`src/rtl/split_adder_pkg.sv`:
```
// Shared types for the split-carry approximate adder.
// Assumes nothing beyond standard two-state bit arithmetic.
package split_adder_pkg;

    // Result of a one-bit addition cell
    typedef struct packed {
        logic carry;
        logic sum;
    } bit_add_t;

    // Width of the exact field for a given split
    function automatic int exact_width(input int total_w, input int approx_w);
        return total_w - approx_w;
    endfunction

endpackage

```
`src/rtl/sa_full_add.sv`:
```
// One-bit full adder cell.
// Assumes single-bit operands; purely combinational.
module sa_full_add
    import split_adder_pkg::*;
(
    input  logic     x_i,
    input  logic     y_i,
    input  logic     cin_i,
    output bit_add_t res_o
);

    // Sum and majority carry of three equal-weight bits
    always_comb begin
        res_o.sum   = x_i ^ y_i ^ cin_i;
        res_o.carry = (x_i & y_i) | ((x_i ^ y_i) & cin_i);
    end

endmodule

```
`src/rtl/sa_ripple_chain.sv`:
```
// Exact ripple-carry adder of EXACT_W bits, carry-in tied to zero.
// Assumes EXACT_W >= 1. Carry travels from bit 0 upward.
module sa_ripple_chain
    import split_adder_pkg::*;
#(
    parameter int EXACT_W = 4
) (
    input  logic [EXACT_W-1:0] x_i,
    input  logic [EXACT_W-1:0] y_i,
    output logic [EXACT_W-1:0] sum_o,
    output logic               cout_o
);

    logic     [EXACT_W:0]   carry_w;
    bit_add_t [EXACT_W-1:0] cell_w;

    assign carry_w[0] = 1'b0;

    genvar gi;
    generate
        for (gi = 0; gi < EXACT_W; gi++) begin : g_cell
            sa_full_add u_fa (
                .x_i   (x_i[gi]),
                .y_i   (y_i[gi]),
                .cin_i (carry_w[gi]),
                .res_o (cell_w[gi])
            );
            assign sum_o[gi]     = cell_w[gi].sum;
            assign carry_w[gi+1] = cell_w[gi].carry;
        end
    endgenerate

    assign cout_o = carry_w[EXACT_W];

endmodule

```
`src/rtl/sa_nand_field.sv`:
```
// Approximate lower field: each result bit is the NAND of its operand bits.
// Assumes APPROX_W >= 1. Produces no carry.
module sa_nand_field #(
    parameter int APPROX_W = 4
) (
    input  logic [APPROX_W-1:0] x_i,
    input  logic [APPROX_W-1:0] y_i,
    output logic [APPROX_W-1:0] res_o
);

    genvar gi;
    generate
        for (gi = 0; gi < APPROX_W; gi++) begin : g_bit
            // Independent per-bit approximation
            assign res_o[gi] = ~(x_i[gi] & y_i[gi]);
        end
    endgenerate

endmodule

```
`src/rtl/split_approx_adder.sv`:
```
// Split-carry approximate adder, top level.
// Upper WIDTH-LOW_W bits: exact ripple sum, carry-in zero.
// Lower LOW_W bits: per-bit NAND, no carry into the upper field.
// Assumes 0 <= LOW_W < WIDTH. Purely combinational, no clock or reset.
module split_approx_adder
    import split_adder_pkg::*;
#(
    parameter int WIDTH = 8,
    parameter int LOW_W = 4
) (
    input  logic [WIDTH-1:0] opnd_a,
    input  logic [WIDTH-1:0] opnd_b,
    output logic [WIDTH-1:0] sum_o,
    output logic             carry_o
);

    localparam int UP_W = exact_width(WIDTH, LOW_W);

    sa_ripple_chain #(.EXACT_W(UP_W)) u_exact (
        .x_i    (opnd_a[WIDTH-1:LOW_W]),
        .y_i    (opnd_b[WIDTH-1:LOW_W]),
        .sum_o  (sum_o[WIDTH-1:LOW_W]),
        .cout_o (carry_o)
    );

    generate
        if (LOW_W > 0) begin : g_approx
            sa_nand_field #(.APPROX_W(LOW_W)) u_approx (
                .x_i   (opnd_a[LOW_W-1:0]),
                .y_i   (opnd_b[LOW_W-1:0]),
                .res_o (sum_o[LOW_W-1:0])
            );
        end
    endgenerate

endmodule

```
`config.mk`:
```
export PLATFORM = sky130hd
export DESIGN_NAME = split_approx_adder
export DESIGN_NICKNAME = d
export VERILOG_FILES = /design/src/rtl/split_adder_pkg.sv /design/src/rtl/sa_full_add.sv /design/src/rtl/sa_ripple_chain.sv /design/src/rtl/sa_nand_field.sv /design/src/rtl/split_approx_adder.sv
export SDC_FILE = /design/constraint.sdc
export NUM_CORES = 1
export LEC_CHECK = 0
export ABC_CLOCK_PERIOD_IN_PS = 2070
export BUFFER_PORTS_ARGS = -buffer_cell sky130_fd_sc_hd__buf_2
export CORE_AREA = 2 2 39 41
export DETAILED_ROUTE_END_ITERATION = 16
export DIE_AREA = 0 0 41 43
export SYNTH_ARGS = -nofsm -noshare
export SYNTH_HDL_FRONTEND = slang
export SYNTH_SLANG_ARGS = --single-unit
```
`constraint.sdc`:
```
create_clock -name vclk -period 2.07
set_clock_uncertainty 0.2 [all_clocks]
set_input_delay 0 -clock vclk [all_inputs]
set_output_delay 0 -clock vclk [all_outputs]
set_load 0.05 [all_outputs]
```
==> results of run 1 <==
-- layout make-up --
cell class	instances	area, µm²
Inverter	5	18.8
Timing Repair Buffer	25	128
Tap cell	16	20.0
Fill cell	157	1130
Multi-Input combinational cell	8	87.6
-- routing by layer --
| metal | share of wire, % | track usage [%] | vias up |
|---|---|---|---|
| met2 | 58 | 7.81 | 14 |
| met3 | 19 | 0 | 0 |
| met1 | 24 | 2.88 | 73 |
| met5 | 0 | 0 | - |
| li1 | - | - | 85 |
| met4 | 0 | 0 | 0 |
-- repair_timing --
item | CTS | global route
endpoints found under the hold margin | 0 | 0
setup endpoints to repair | 0 | 1
gates resized for setup | 0 | 2
-- power groups by stage --
stage | clock (mW) | combinational [mW] | sequential, mW
global placement | 0 | 0.117 | 0
floorplan | 0 | 0.0885 | 0
finish | 0 | 0.118 | 0
CTS | 0 | 0.117 | 0
detailed placement | 0 | 0.117 | 0
global route | 0 | 0.128 | 0
-- per-stage QoR --
stage	hold WS (ns)	cell area, µm²	power [mW]
CTS	0.108	251	0.117
detailed placement	0.107	251	0.117
global route	0.117	254	0.128
floorplan	0.0676	106	0.0885
global placement	0.105	251	0.117
finish	0.106	254	0.118
-- cells in the final DEF (no fill, tap or decap) --
cell type and instances:
buf_2 24, nand2_1 4, fa_1 3, buf_4 1, ha_1 1, inv_1 5
-- worst max-delay path by stage --
stage	end	start	slack, ns
5_1_grt	sum_o[7]	opnd_a[4]	0.02
6_report	sum_o[7]	opnd_a[4]	0.11
3_3_place_gp	sum_o[7]	opnd_a[4]	0.05
4_1_cts	sum_o[7]	opnd_a[4]	0.01
2_1_floorplan	sum_o[7]	opnd_a[4]	0.17
3_5_place_dp	sum_o[7]	opnd_a[4]	0.01
-- cell usage after synthesis --
library cell	number	share of area [%]
inv_1	5	18
nand2_1	4	14
fa_1	3	56
ha_1	1	12
-- worst max-delay path: stages --
cell and delay [ns]:
buf_2 0.10, ha_1 0.20, fa_1 0.38, fa_1 0.36, inv_1 0.07, fa_1 0.40
inv_1 0.06, buf_4 0.19
-- logic make-up after synthesis --
logic type	count (synthesis)
buffers and inverters	5
adders and majority gates	4
and+or+nand+nor	4
==> metrics.csv, run 1 <==
metric,value,unit
die height,43,µm
placed insts,54,
setup ws final,0.108,ns
Setup Viol. Count Final,0,
Hold EP,sum_o[3],
Combinational Power Share,100.0,%
Cells after Synth,13,
Die X,41,µm
Worst Path Arrival,1.76,ns
Tmin final,1.96,ns
Non-Filler Instances,54,
Final Max Slew Viols,0,
input/output buffers,25,
antenna violations before repair,0,
Final period util,94.8,%
maximum clock rate,0.510,GHz
syn avg cell area,8.18,µm²
CP required,1.87,ns
YS warnings,0,
post-synthesis instance area,106,µm²
peak supply drop,0.0000610,V
CP Class,input port to output pin,
"Hold Vio Cnt, Final",0,
pre-CTS setup slack,0.0117,ns
Die Area,1760,µm²
routed vias/inst,3.19,
Critical Path Source Type,input port,
unrepaired setup endpoints after global routing,false,
I/O pins,25,
Site Rows,14,
largest net degree at the start of global routing,2,
Unique masters post-synth,4,
HP Class,input port to output pin,
wire per inst,6.20,µm
setup TNS,0,ns
Rel. slew slack,83.1,%
GRT overflow,0,
NetSw,0.0857,mW
status,finished clean,
Worst Hold Depth,3,
Post-Synth Simple-Gate Area,14.1,%
first-pass GRT wire length,462,µm
# Max-Cap Violations,0,
total core area,1380,µm²
largest family of logic cells by synthesized area,adder cells,
"Seq/Total Area, Yosys",0,%
Pwr per Cell Area,464,nW/µm²
utilization after layout,18.4,%
Via Count,172,
clock share of power,0,%
postcts setup bufs,0,
vias in the first global route,138,
mux share of post-synthesis cell area,0,%
Post-Synth XOR/XNOR Area,0,%
Post-Synth Adder-Cell Area,68.2,%
GRT Util Overall,3.41,%
syn nets,33,
# DRC,0,
Flop pwr share,0,%
ANT nets after route,0,
Worst Setup End Kind,output pin,
clock buffers,0,
area grow syn2layout,139,%
complex-gate fraction of the synthesized area,0,%
Pint,0.0321,mW
number of diodes,0,
layout cell share with drive strength beyond 1,65.8,%
Net Sw Frac,72.7,%
leakage power,0.161,nW
FF+latch area,0,µm²
cts hold-fix bufs,0,
gpl congestion,0.520,
# nets final,60,
min-delay src,opnd_b[3],
router iterations before antenna repair,2,
actual slew at the worst max-slew pin,0.255,ns
Initial Util,7.69,%
crit-path max FO,1,
layout sequential cell count,0,
DR iter-0 viols,2,
final WL,335,µm
Note: power is estimated with default switching activity, not from simulation.
==> inputs of run 2 (changes only) <==
--- a/config.mk
+++ b/config.mk
@@ -10,6 +10,7 @@
 export CORE_AREA = 2 2 39 41
 export DETAILED_ROUTE_END_ITERATION = 16
 export DIE_AREA = 0 0 41 43
+export PLACE_DENSITY = 0.34
 export SYNTH_ARGS = -nofsm -noshare
 export SYNTH_HDL_FRONTEND = slang
 export SYNTH_SLANG_ARGS = --single-unit
==> run 2 against run 1 <==
Compared with the run above: wire length is 32% higher; first-iteration DRC count is 100% lower; count of clock-buffer cells in the layout stayed put; critical path type unchanged; critical endpoint unchanged; largest cell class unchanged; highest routed layer unchanged.
==> metrics.csv, run 2 (synthesized netlist as in run 1, its figures left out) <==
metric,value,unit,change
crit-path max FO,1,,unchanged
"Hold Vio Cnt, Final",0,,unchanged
"CP delay by family, top",adder cells,,
worst setup path endpoint,sum_o[7],,
Critical Path Source Type,input port,,
most frequent cells in the layout,"24 x buf_2, 5 x inv_1, 4 x nand2_1",,
Combinational Power Share,100.0,%,about the same
Worst Path Arrival,1.77,ns,about the same
Rel. slew slack,83.1,%,about the same
router iterations before antenna repair,1,,-1
clock share of power,0,%,unchanged
Setup Viol. Count Final,0,,unchanged
leakage power,0.161,nW,unchanged
# Max-Cap Violations,0,,unchanged
vias in the first global route,144,,+4.3%
area grow syn2layout,139,%,unchanged
Die Area,1760,µm²,unchanged
setup TNS,0,ns,unchanged
"commonest non-fill, non-tap cell in the layout",buf_2,,
NetSw,0.0868,mW,+1.4%
critical path buffer and inverter count,4,,unchanged
layout cell share with drive strength beyond 1,65.8,%,unchanged
GRT overflow,0,,unchanged
unrepaired setup endpoints after global routing,false,,
Die X,41,µm,unchanged
Worst Hold Depth,3,,unchanged
total core area,1380,µm²,unchanged
Initial Util,7.69,%,unchanged
Via Count,167,,-2.9%
Tmin final,1.97,ns,+0.0129 ns
Final Max Slew Viols,0,,unchanged
Pint,0.0325,mW,+0.99%
DR iter-0 viols,0,,-2
gpl congestion,0.566,,+8.8%
input/output buffers,25,,unchanged
Crit-path slowest cell,fa_1,,
CP Depth,8,,unchanged
CP dominant cell by count,fa_1,,
"slowest stage delay, CP",0.40,ns,about the same
Final period util,95.4,%,+0.62 points
ANT nets after route,0,,unchanged
Flop pwr share,0,%,unchanged
placed insts,54,,unchanged
final WL,441,µm,+32%
Non-Filler Instances,54,,unchanged
number of diodes,0,,unchanged
I/O pins,25,,unchanged
peak supply drop,0.000133,V,+120%
first-pass GRT wire length,545,µm,+18%
FF+latch area,0,µm²,unchanged
status,finished clean,,
post-layout total power,0.119,mW,+1.3%
Net Sw Frac,72.8,%,+0.073 points
clock buffers,0,,unchanged
CP Class,input port to output pin,,
Critical path origin,opnd_a[4],,
# nets final,60,,unchanged
maximum clock rate,0.506,GHz,-0.65%
actual slew at the worst max-slew pin,0.255,ns,-0.0000628 ns
layout sequential cell count,0,,unchanged
crit path cell chain,buf_2 -> ha_1 -> fa_1 -> fa_1 -> inv_1 -> fa_1 -> inv_1 -> buf_4,,
wire per inst,8.17,µm,+32%
utilization after layout,18.4,%,unchanged
Site Rows,14,,unchanged
Pwr per Cell Area,470,nW/µm²,+1.3%
# DRC,0,,unchanged
GRT Util Overall,4.52,%,+1.1 points
routed vias/inst,3.09,,-2.9%
largest net degree at the start of global routing,2,,unchanged
antenna violations before repair,0,,unchanged
HP Class,input port to output pin,,
CP required,1.87,ns,about the same
die height,43,µm,unchanged
Worst Setup End Kind,output pin,,
run 2: cell counts in the layout (fill, tap and decap cells not counted):
Identical to the previous run, type by type.
run 2: layer usage:
layer  share of wire [%]  global-route usage (%)  vias to the layer above
li1                    -                       -                       85
met4                   0                       0                        0
met3                  41                    5.24                        0
met1                  43                    6.77                       57
met2                  15                    4.38                       25
met5                   0                       0                        -
run 2: area by class of cell:
type	count	area [µm²]
well taps	16	20.0
multi-input cells	8	87.6
repair buffers	25	128
inverters	5	18.8
fillers	160	1130
run 2: power groups by stage:
| stage | Combinational (mW) | Clock, mW | Sequential [mW] |
|---|---|---|---|
| finish | 0.119 | 0 | 0 |
| global route | 0.128 | 0 | 0 |
| CTS | 0.119 | 0 | 0 |
| detailed placement | 0.118 | 0 | 0 |
| global placement | 0.118 | 0 | 0 |
| floorplan | 0.0885 | 0 | 0 |
run 2: stage by stage:
stage,area (µm²),setup slack (ns),hold slack (ns)
2_1_floorplan,106,0.173,0.0676
3_3_place_gp,251,0.0139,0.108
3_5_place_dp,251,0.0140,0.108
4_1_cts,251,0.0136,0.109
5_1_grt,254,0.0125,0.117
6_report,254,0.0954,0.106
run 2: how the worst min path moves through the flow:
stage	slack [ns]	to	startpoint
finish	0.11	sum_o[0]	opnd_b[0]
global route	0.12	sum_o[1]	opnd_b[1]
CTS	0.11	sum_o[0]	opnd_b[0]
detailed placement	0.11	sum_o[0]	opnd_b[0]
global placement	0.11	sum_o[2]	opnd_b[2]
floorplan	0.07	sum_o[0]	opnd_b[0]
run 2: timing repair:
action / in CTS / in global routing
endpoints found under the setup margin: 0 / 1
buffers inserted: 0 / 0
hold buffers: 0 / 0
resized for setup: 0 / 2
